<file path="src/rtl/dfe_pkg.sv">
package dfe_pkg;

    typedef enum logic {
        OP_IQ   = 1'b0,
        OP_DUAL = 1'b1
    } op_mode_e;

    // per-lane control decoded for one system clock cycle
    typedef struct packed {
        logic load;     // capture a word into the input latch
        logic xfer;     // move the input latch into the DAC latch
        logic from_p1;  // take the word from the shared port
    } lane_ctl_t;

    localparam int unsigned N_LANES = 2;

    function automatic bit width_ok(input int unsigned w);
        return (w == 10) || (w == 12) || (w == 14);
    endfunction

    function automatic lane_ctl_t lane_ctl(
        input op_mode_e m,
        input logic     own_wr_rise,
        input logic     own_ck_rise,
        input logic     iq_wr_rise,
        input logic     sel_hit,
        input logic     half_fire
    );
        lane_ctl_t c;
        if (m == OP_DUAL) begin
            c.load    = own_wr_rise;
            c.xfer    = own_ck_rise;
            c.from_p1 = 1'b0;
        end else begin
            c.load    = iq_wr_rise & sel_hit;
            c.xfer    = half_fire;
            c.from_p1 = 1'b1;
        end
        return c;
    endfunction

endpackage

</file>
<file path="src/rtl/dfe_rise.sv">
module dfe_rise #(
    parameter int unsigned N = 6
) (
    input  logic         clk,
    input  logic [N-1:0] lvl,
    output logic [N-1:0] rise
);
    logic [N-1:0] lvl_q;

    // history tracks the pins in every cycle, reset or not
    always_ff @(posedge clk) begin
        lvl_q <= lvl;
    end

    assign rise = lvl & ~lvl_q;
endmodule

</file>
<file path="src/rtl/dfe_half.sv">
module dfe_half (
    input  logic clk,
    input  logic rst,
    input  logic clr,
    input  logic tick,
    output logic fire
);
    logic phase;

    always_ff @(posedge clk) begin
        if (rst || clr) begin
            phase <= 1'b0;
        end else if (tick) begin
            phase <= ~phase;
        end
    end

    assign fire = tick & phase & ~clr;
endmodule

</file>
<file path="src/rtl/dfe_lane.sv">
module dfe_lane #(
    parameter int unsigned W = 14
) (
    input  logic         clk,
    input  logic         rst,
    input  logic         load,
    input  logic         xfer,
    input  logic [W-1:0] din,
    output logic [W-1:0] dac_q
);
    logic [W-1:0] in_q;

    // master/slave: a transfer in the same cycle as a load takes the old word
    always_ff @(posedge clk) begin
        if (rst) begin
            in_q  <= '0;
            dac_q <= '0;
        end else begin
            if (load) in_q  <= din;
            if (xfer) dac_q <= in_q;
        end
    end
endmodule

</file>
<file path="src/rtl/dac_front.sv">
module dac_front
    import dfe_pkg::*;
#(
    parameter int unsigned W = 14
) (
    input  logic         clk,
    input  logic         rst,
    input  logic         mode_dual,
    input  logic [W-1:0] p1_data,
    input  logic         p1_wr,
    input  logic         p1_ck,
    input  logic [W-1:0] p2_data,
    input  logic         p2_wr,
    input  logic         p2_ck,
    input  logic         iq_wr,
    input  logic         iq_ck,
    input  logic         iq_sel,
    input  logic         iq_rst,
    output logic [W-1:0] dac1_code,
    output logic [W-1:0] dac1_comp,
    output logic [W-1:0] dac2_code,
    output logic [W-1:0] dac2_comp
);
    localparam int unsigned N_STB = 2 * N_LANES + 2;
    localparam int unsigned S_IQWR = 2 * N_LANES;
    localparam int unsigned S_IQCK = 2 * N_LANES + 1;

    generate
        if (!width_ok(W)) begin : g_bad_width
            $error("dac_front: unsupported sample width");
        end
    endgenerate

    op_mode_e mode;
    assign mode = op_mode_e'(mode_dual);

    // strobe order: lane0 wr, lane0 ck, lane1 wr, lane1 ck, iq wr, iq ck
    logic [N_STB-1:0] stb_lvl, stb_rise;
    assign stb_lvl = {iq_ck, iq_wr, p2_ck, p2_wr, p1_ck, p1_wr};

    dfe_rise #(.N(N_STB)) u_rise (
        .clk  (clk),
        .lvl  (stb_lvl),
        .rise (stb_rise)
    );

    logic half_fire;
    dfe_half u_half (
        .clk  (clk),
        .rst  (rst),
        .clr  (iq_rst | mode_dual),
        .tick (stb_rise[S_IQCK]),
        .fire (half_fire)
    );

    logic [W-1:0] port_d [N_LANES];
    logic [W-1:0] dac_q  [N_LANES];
    assign port_d[0] = p1_data;
    assign port_d[1] = p2_data;

    for (genvar i = 0; i < N_LANES; i++) begin : g_lane
        lane_ctl_t    ctl;
        logic         sel_hit;
        logic [W-1:0] din;

        assign sel_hit = (i == 0) ? iq_sel : ~iq_sel;
        assign ctl = lane_ctl(mode, stb_rise[2*i], stb_rise[2*i+1],
                              stb_rise[S_IQWR], sel_hit, half_fire);
        assign din = ctl.from_p1 ? p1_data : port_d[i];

        dfe_lane #(.W(W)) u_lane (
            .clk   (clk),
            .rst   (rst),
            .load  (ctl.load),
            .xfer  (ctl.xfer),
            .din   (din),
            .dac_q (dac_q[i])
        );
    end

    assign dac1_code = dac_q[0];
    assign dac2_code = dac_q[1];
    assign dac1_comp = ~dac_q[0];
    assign dac2_comp = ~dac_q[1];
endmodule

</file>
<file path="config.mk">
export PLATFORM = sky130hd
export DESIGN_NAME = dac_front
export DESIGN_NICKNAME = d
export VERILOG_FILES = /design/src/rtl/dfe_pkg.sv /design/src/rtl/dfe_rise.sv /design/src/rtl/dfe_half.sv /design/src/rtl/dfe_lane.sv /design/src/rtl/dac_front.sv
export SDC_FILE = /design/constraint.sdc
export NUM_CORES = 1
export LEC_CHECK = 0
export ABC_AREA = 0
export BUFFER_PORTS_ARGS = -buffer_cell sky130_fd_sc_hd__clkbuf_2
export CORE_ASPECT_RATIO = 0.8
export CORE_MARGIN = 8
export CORE_UTILIZATION = 45
export DETAILED_ROUTE_END_ITERATION = 8
export GPL_ROUTABILITY_DRIVEN = 0
export PLACE_DENSITY = 0.87
export SETUP_SLACK_MARGIN = 0.4
export SLEW_MARGIN = 20
export SYNTH_ARGS = -nofsm -noshare
export SYNTH_HDL_FRONTEND = slang
export SYNTH_SLANG_ARGS = --single-unit
</file>
<file path="constraint.sdc">
create_clock -name clk -period 1.45 [get_ports clk]
set_clock_uncertainty 0.2 [all_clocks]
set_input_delay 0.145 -clock clk [delete_from_list [all_inputs] [get_ports clk]]
set_output_delay 0.145 -clock clk [all_outputs]
set_load 0.01 [all_outputs]
</file>
==> flow_metrics.env <==
export IMPL_outcome="finished, violations left"
export IMPL_failing_checks="hold timing, setup timing"
export IMPL_grt_max_degree=59
export IMPL_vdd_ir_drop_worst_uv=607
export IMPL_drv_cap=0
export IMPL_relSlewSlack_pct=76.9
export IMPL_tightestPinTransition_ps=337
export IMPL_critical_path_arrival_ps=1510
export IMPL_cts_max_level=3
export IMPL_overflow=0
export IMPL_register_area_sq_um=1310
export IMPL_nFillCells=359
export IMPL_initialDrtViolationCount=227
export IMPL_critical_path_startpoint_type="flip-flop"
export IMPL_ctsLongestPathBuffers=2
export IMPL_final_core_util_pct=78.8
export IMPL_antenna_violating_nets_post_route=0
export IMPL_finalWorstPathRequiredPeriod_ps=1480
export IMPL_path_category_of_the_worst_min_delay_check="primary input to flip-flop"
export IMPL_synthFlopType="sky130_fd_sc_hd__dfxtp_1"
export IMPL_antenna_found_initial=0
export IMPL_power_density_nw_per_um2=857
export IMPL_timing_rr_start="u_rise.lvl_q[4]"
export IMPL_drt_pass1_iterations=4
export IMPL_tritoncts="done"
export IMPL_tritoncts_num_sinks=63
export IMPL_ioPinCount=95
export IMPL_chipHeight_um=86.9
export IMPL_dieWidth_um=105
export IMPL_netlist_area_sq_um=2830
export IMPL_final_number_of_setup_violating_endpoints=13
export IMPL_routed_wirelength_mm=10.7
export IMPL_multi_input_comb_area_sq_um=1620
export IMPL_worstSetupStartpoint="u_rise.lvl_q[4]"
export IMPL_yosysSeqAreaShare_pct=44.6
export IMPL_synthCells=296
export IMPL_first_global_vias=2765
export IMPL_areaGrowthSynthToFinish_pct=66.7
export IMPL_end_kind="flip-flop"
export IMPL_final_cells=525
export IMPL_post_synth_cell_area_avg_sq_um=9.54
export IMPL_route_vias_total=2819
export IMPL_ys_top_cells_by_area="sky130_fd_sc_hd__dfxtp_1 (45%), sky130_fd_sc_hd__mux2i_1 (15%), sky130_fd_sc_hd__nand2b_1 (12%), sky130_fd_sc_hd__a211oi_2 (4.4%), sky130_fd_sc_hd__inv_1 (3.7%)"
export IMPL_clockRootBuffer="sky130_fd_sc_hd__clkbuf_8"
export IMPL_dp_hpwl_mm=5.62
export IMPL_maxSlewViolCount=0
export IMPL_num_rows=25
export IMPL_layout_drive_gt1_share_pct=55.4
export IMPL_synth_ff_latch_count=63
export IMPL_critical_path_class="flip-flop to flip-flop"
export IMPL_dieArea_sq_um=9090
export IMPL_buffer_ports_inserted=94
export IMPL_global_route_wire_length_before_repair_mm=14.4
export IMPL_post_route_drc_count=0
export IMPL_route_detailed_vias_per_inst=5.37
export IMPL_clkLatencyLatePin_ps=360
export IMPL_ys_warnings_count=0
export IMPL_grtUsageTotal_pct=20.2
export IMPL_diodes=0
export IMPL_synth_top_cell_by_area="sky130_fd_sc_hd__dfxtp_1"
export IMPL_grt_setup_unrepaired="yes"
export IMPL_post_place_cells=457
export IMPL_mappedNetlistNets=335
export IMPL_finalHoldWorstSlack_ps=-16.3
export IMPL_synth_async_sr_flop_share_pct=0
export IMPL_critical_path_endpoint="g_lane[1].u_lane.in_q[7]"
export IMPL_p_leak_nw=1.97
export IMPL_timing_critical_path_fanout_max=7
export IMPL_ff2ff_setup_slack_ps=-30
export IMPL_post_route_worst_setup_slack_ps=-29.3
export IMPL_worstPathRequired_ps=1480
export IMPL_nets=478
export IMPL_postCtsHoldBufs=32
export IMPL_placedInstanceArea_sq_um=3440
export IMPL_start_util_pct=47.3
export IMPL_synth_enable_flop_cells=0
export IMPL_core_area_sq_um=5970
export IMPL_netlist_cell_type_count=26
export IMPL_layout_cell_area_non_filler_sq_um=4710
export IMPL_cts_buffers=9
export IMPL_hold_viol_final=1
export IMPL_fmax_mhz=676
export IMPL_post_route_period_util_pct=102
export IMPL_clkTransAtPathRegs_ps=70
export IMPL_rr_endpoint="g_lane[1].u_lane.in_q[7]"
export IMPL_worst_r2r_path_depth=4
export IMPL_wire_per_inst_um=20.5
export IMPL_synth_top_area_share_pct=44.6
state kept, by name, summed over array words and instances (netlist names):
register / flops
u_rise.lvl_q: 6
g_lane.u_lane.dac_q: 28
g_lane.u_lane.in_q: 28
u_half.phase: 1
per-stage QoR:
step                      setup TNS [ps]  power, mW  setup WS, ps
after global routing                -856       4.15         -61.9
after floorplan                     -345       2.15         -34.5
after detailed placement           -4960       2.30          -212
after global placement             -2570       2.28         -89.4
after CTS                              0       3.90          14.2
final                               -183       4.04         -29.3
final cells by class:
type	count	area share, %
Clock inverter	7	1.57
Clock buffer	9	2.63
Tap cell	81	2.15
Multi-Input combinational cell	184	34.3
Inverter	28	2.23
Timing Repair Buffer	153	29.2
Sequential cell	63	27.9
how the worst min path moves through the flow:
stage,from,endpoint,slack (ps),depth (start not counted)
floorplan,p1_wr,u_rise.lvl_q[0],-30,0
global placement,p2_wr,u_rise.lvl_q[2],60,1
detailed placement,p2_wr,u_rise.lvl_q[2],70,1
CTS,mode_dual,u_half.phase,-40,2
global route,mode_dual,u_half.phase,-20,2
finish,mode_dual,u_half.phase,-20,2
per-layer routing:
metal  global-route usage (%)  vias to the layer above  part of all wire, %
met5                        0                        -                    0
met4                     10.6                        0                  4.4
met3                     10.2                       42                  8.8
met2                     32.8                      149                   49
met1                     21.5                     1344                   38
li1                         -                     1284                    -
logic make-up after synthesis:
logic type | after synthesis | synth area share (%)
compound gates | 44 | 11.5
simple gates | 96 | 21.1
flops | 63 | 44.6
buf+inv | 50 | 7.57
mux | 42 | 14.9
xor+xnor | 1 | 0.310
cells in the mapped netlist, types with 2 or more instances:
cell / instances
sky130_fd_sc_hd__dfxtp_1: 63
sky130_fd_sc_hd__nand2b_1: 56
sky130_fd_sc_hd__mux2i_1: 42
sky130_fd_sc_hd__inv_1: 28
sky130_fd_sc_hd__a21oi_1: 14
sky130_fd_sc_hd__nand3_1: 14
sky130_fd_sc_hd__nor3_1: 14
sky130_fd_sc_hd__o21ai_0: 14
sky130_fd_sc_hd__clkbuf_1: 12
sky130_fd_sc_hd__a211oi_2: 10
sky130_fd_sc_hd__buf_2: 5
sky130_fd_sc_hd__a211oi_1: 4
sky130_fd_sc_hd__buf_4: 3
sky130_fd_sc_hd__a2bb2oi_2: 2
sky130_fd_sc_hd__and3b_1: 2
sky130_fd_sc_hd__nand2_1: 2
sky130_fd_sc_hd__nor4b_2: 2
where the power goes:
part           switching (mW)  internal [mW]  leakage, nW  total [mW]
Combinational           0.299          0.328         1.35       0.627
Clock                   0.765          0.792       0.0875        1.56
Sequential             0.0635           1.79        0.530        1.85
Total                    1.13           2.91         1.97        4.04
cell usage in the layout (no fill, tap or decap), types with 2 or more instances in the layout:
master and instances:
sky130_fd_sc_hd__a21oi_2 8, sky130_fd_sc_hd__a2bb2oi_4 3, sky130_fd_sc_hd__clkbuf_2 38, sky130_fd_sc_hd__buf_12 4, sky130_fd_sc_hd__clkbuf_8 9, sky130_fd_sc_hd__o21ai_2 9, sky130_fd_sc_hd__dlygate4sd3_1 32, sky130_fd_sc_hd__mux2i_1 42
sky130_fd_sc_hd__nand3_2 14, sky130_fd_sc_hd__dfxtp_4 5, sky130_fd_sc_hd__buf_2 8, sky130_fd_sc_hd__clkinvlp_4 4, sky130_fd_sc_hd__buf_4 19, sky130_fd_sc_hd__nor3_1 12, sky130_fd_sc_hd__dfxtp_2 27, sky130_fd_sc_hd__buf_6 50
sky130_fd_sc_hd__inv_2 20, sky130_fd_sc_hd__inv_1 8, sky130_fd_sc_hd__a211oi_2 13, sky130_fd_sc_hd__a21oi_1 6, sky130_fd_sc_hd__dfxtp_1 31, sky130_fd_sc_hd__nor3_2 2, sky130_fd_sc_hd__nor4b_4 2, sky130_fd_sc_hd__nand2_1 2
sky130_fd_sc_hd__o21ai_1 5, sky130_fd_sc_hd__nand2b_1 56
critical path: stages, from the launching register on:
cell and delay [ps]:
sky130_fd_sc_hd__dfxtp_2 340, sky130_fd_sc_hd__nor4b_4 350, sky130_fd_sc_hd__or2_4 240, sky130_fd_sc_hd__clkbuf_16 160
sky130_fd_sc_hd__a211oi_2 60
repair_timing:
item	in CTS	in global routing
cloned	1	2
pin swaps	4	20
endpoints found under the hold margin	35	1
resized for setup	37	171
setup buffers	9	8
setup endpoints to repair	112	113
No activity file was read; power rests on OpenSTA's default activity.
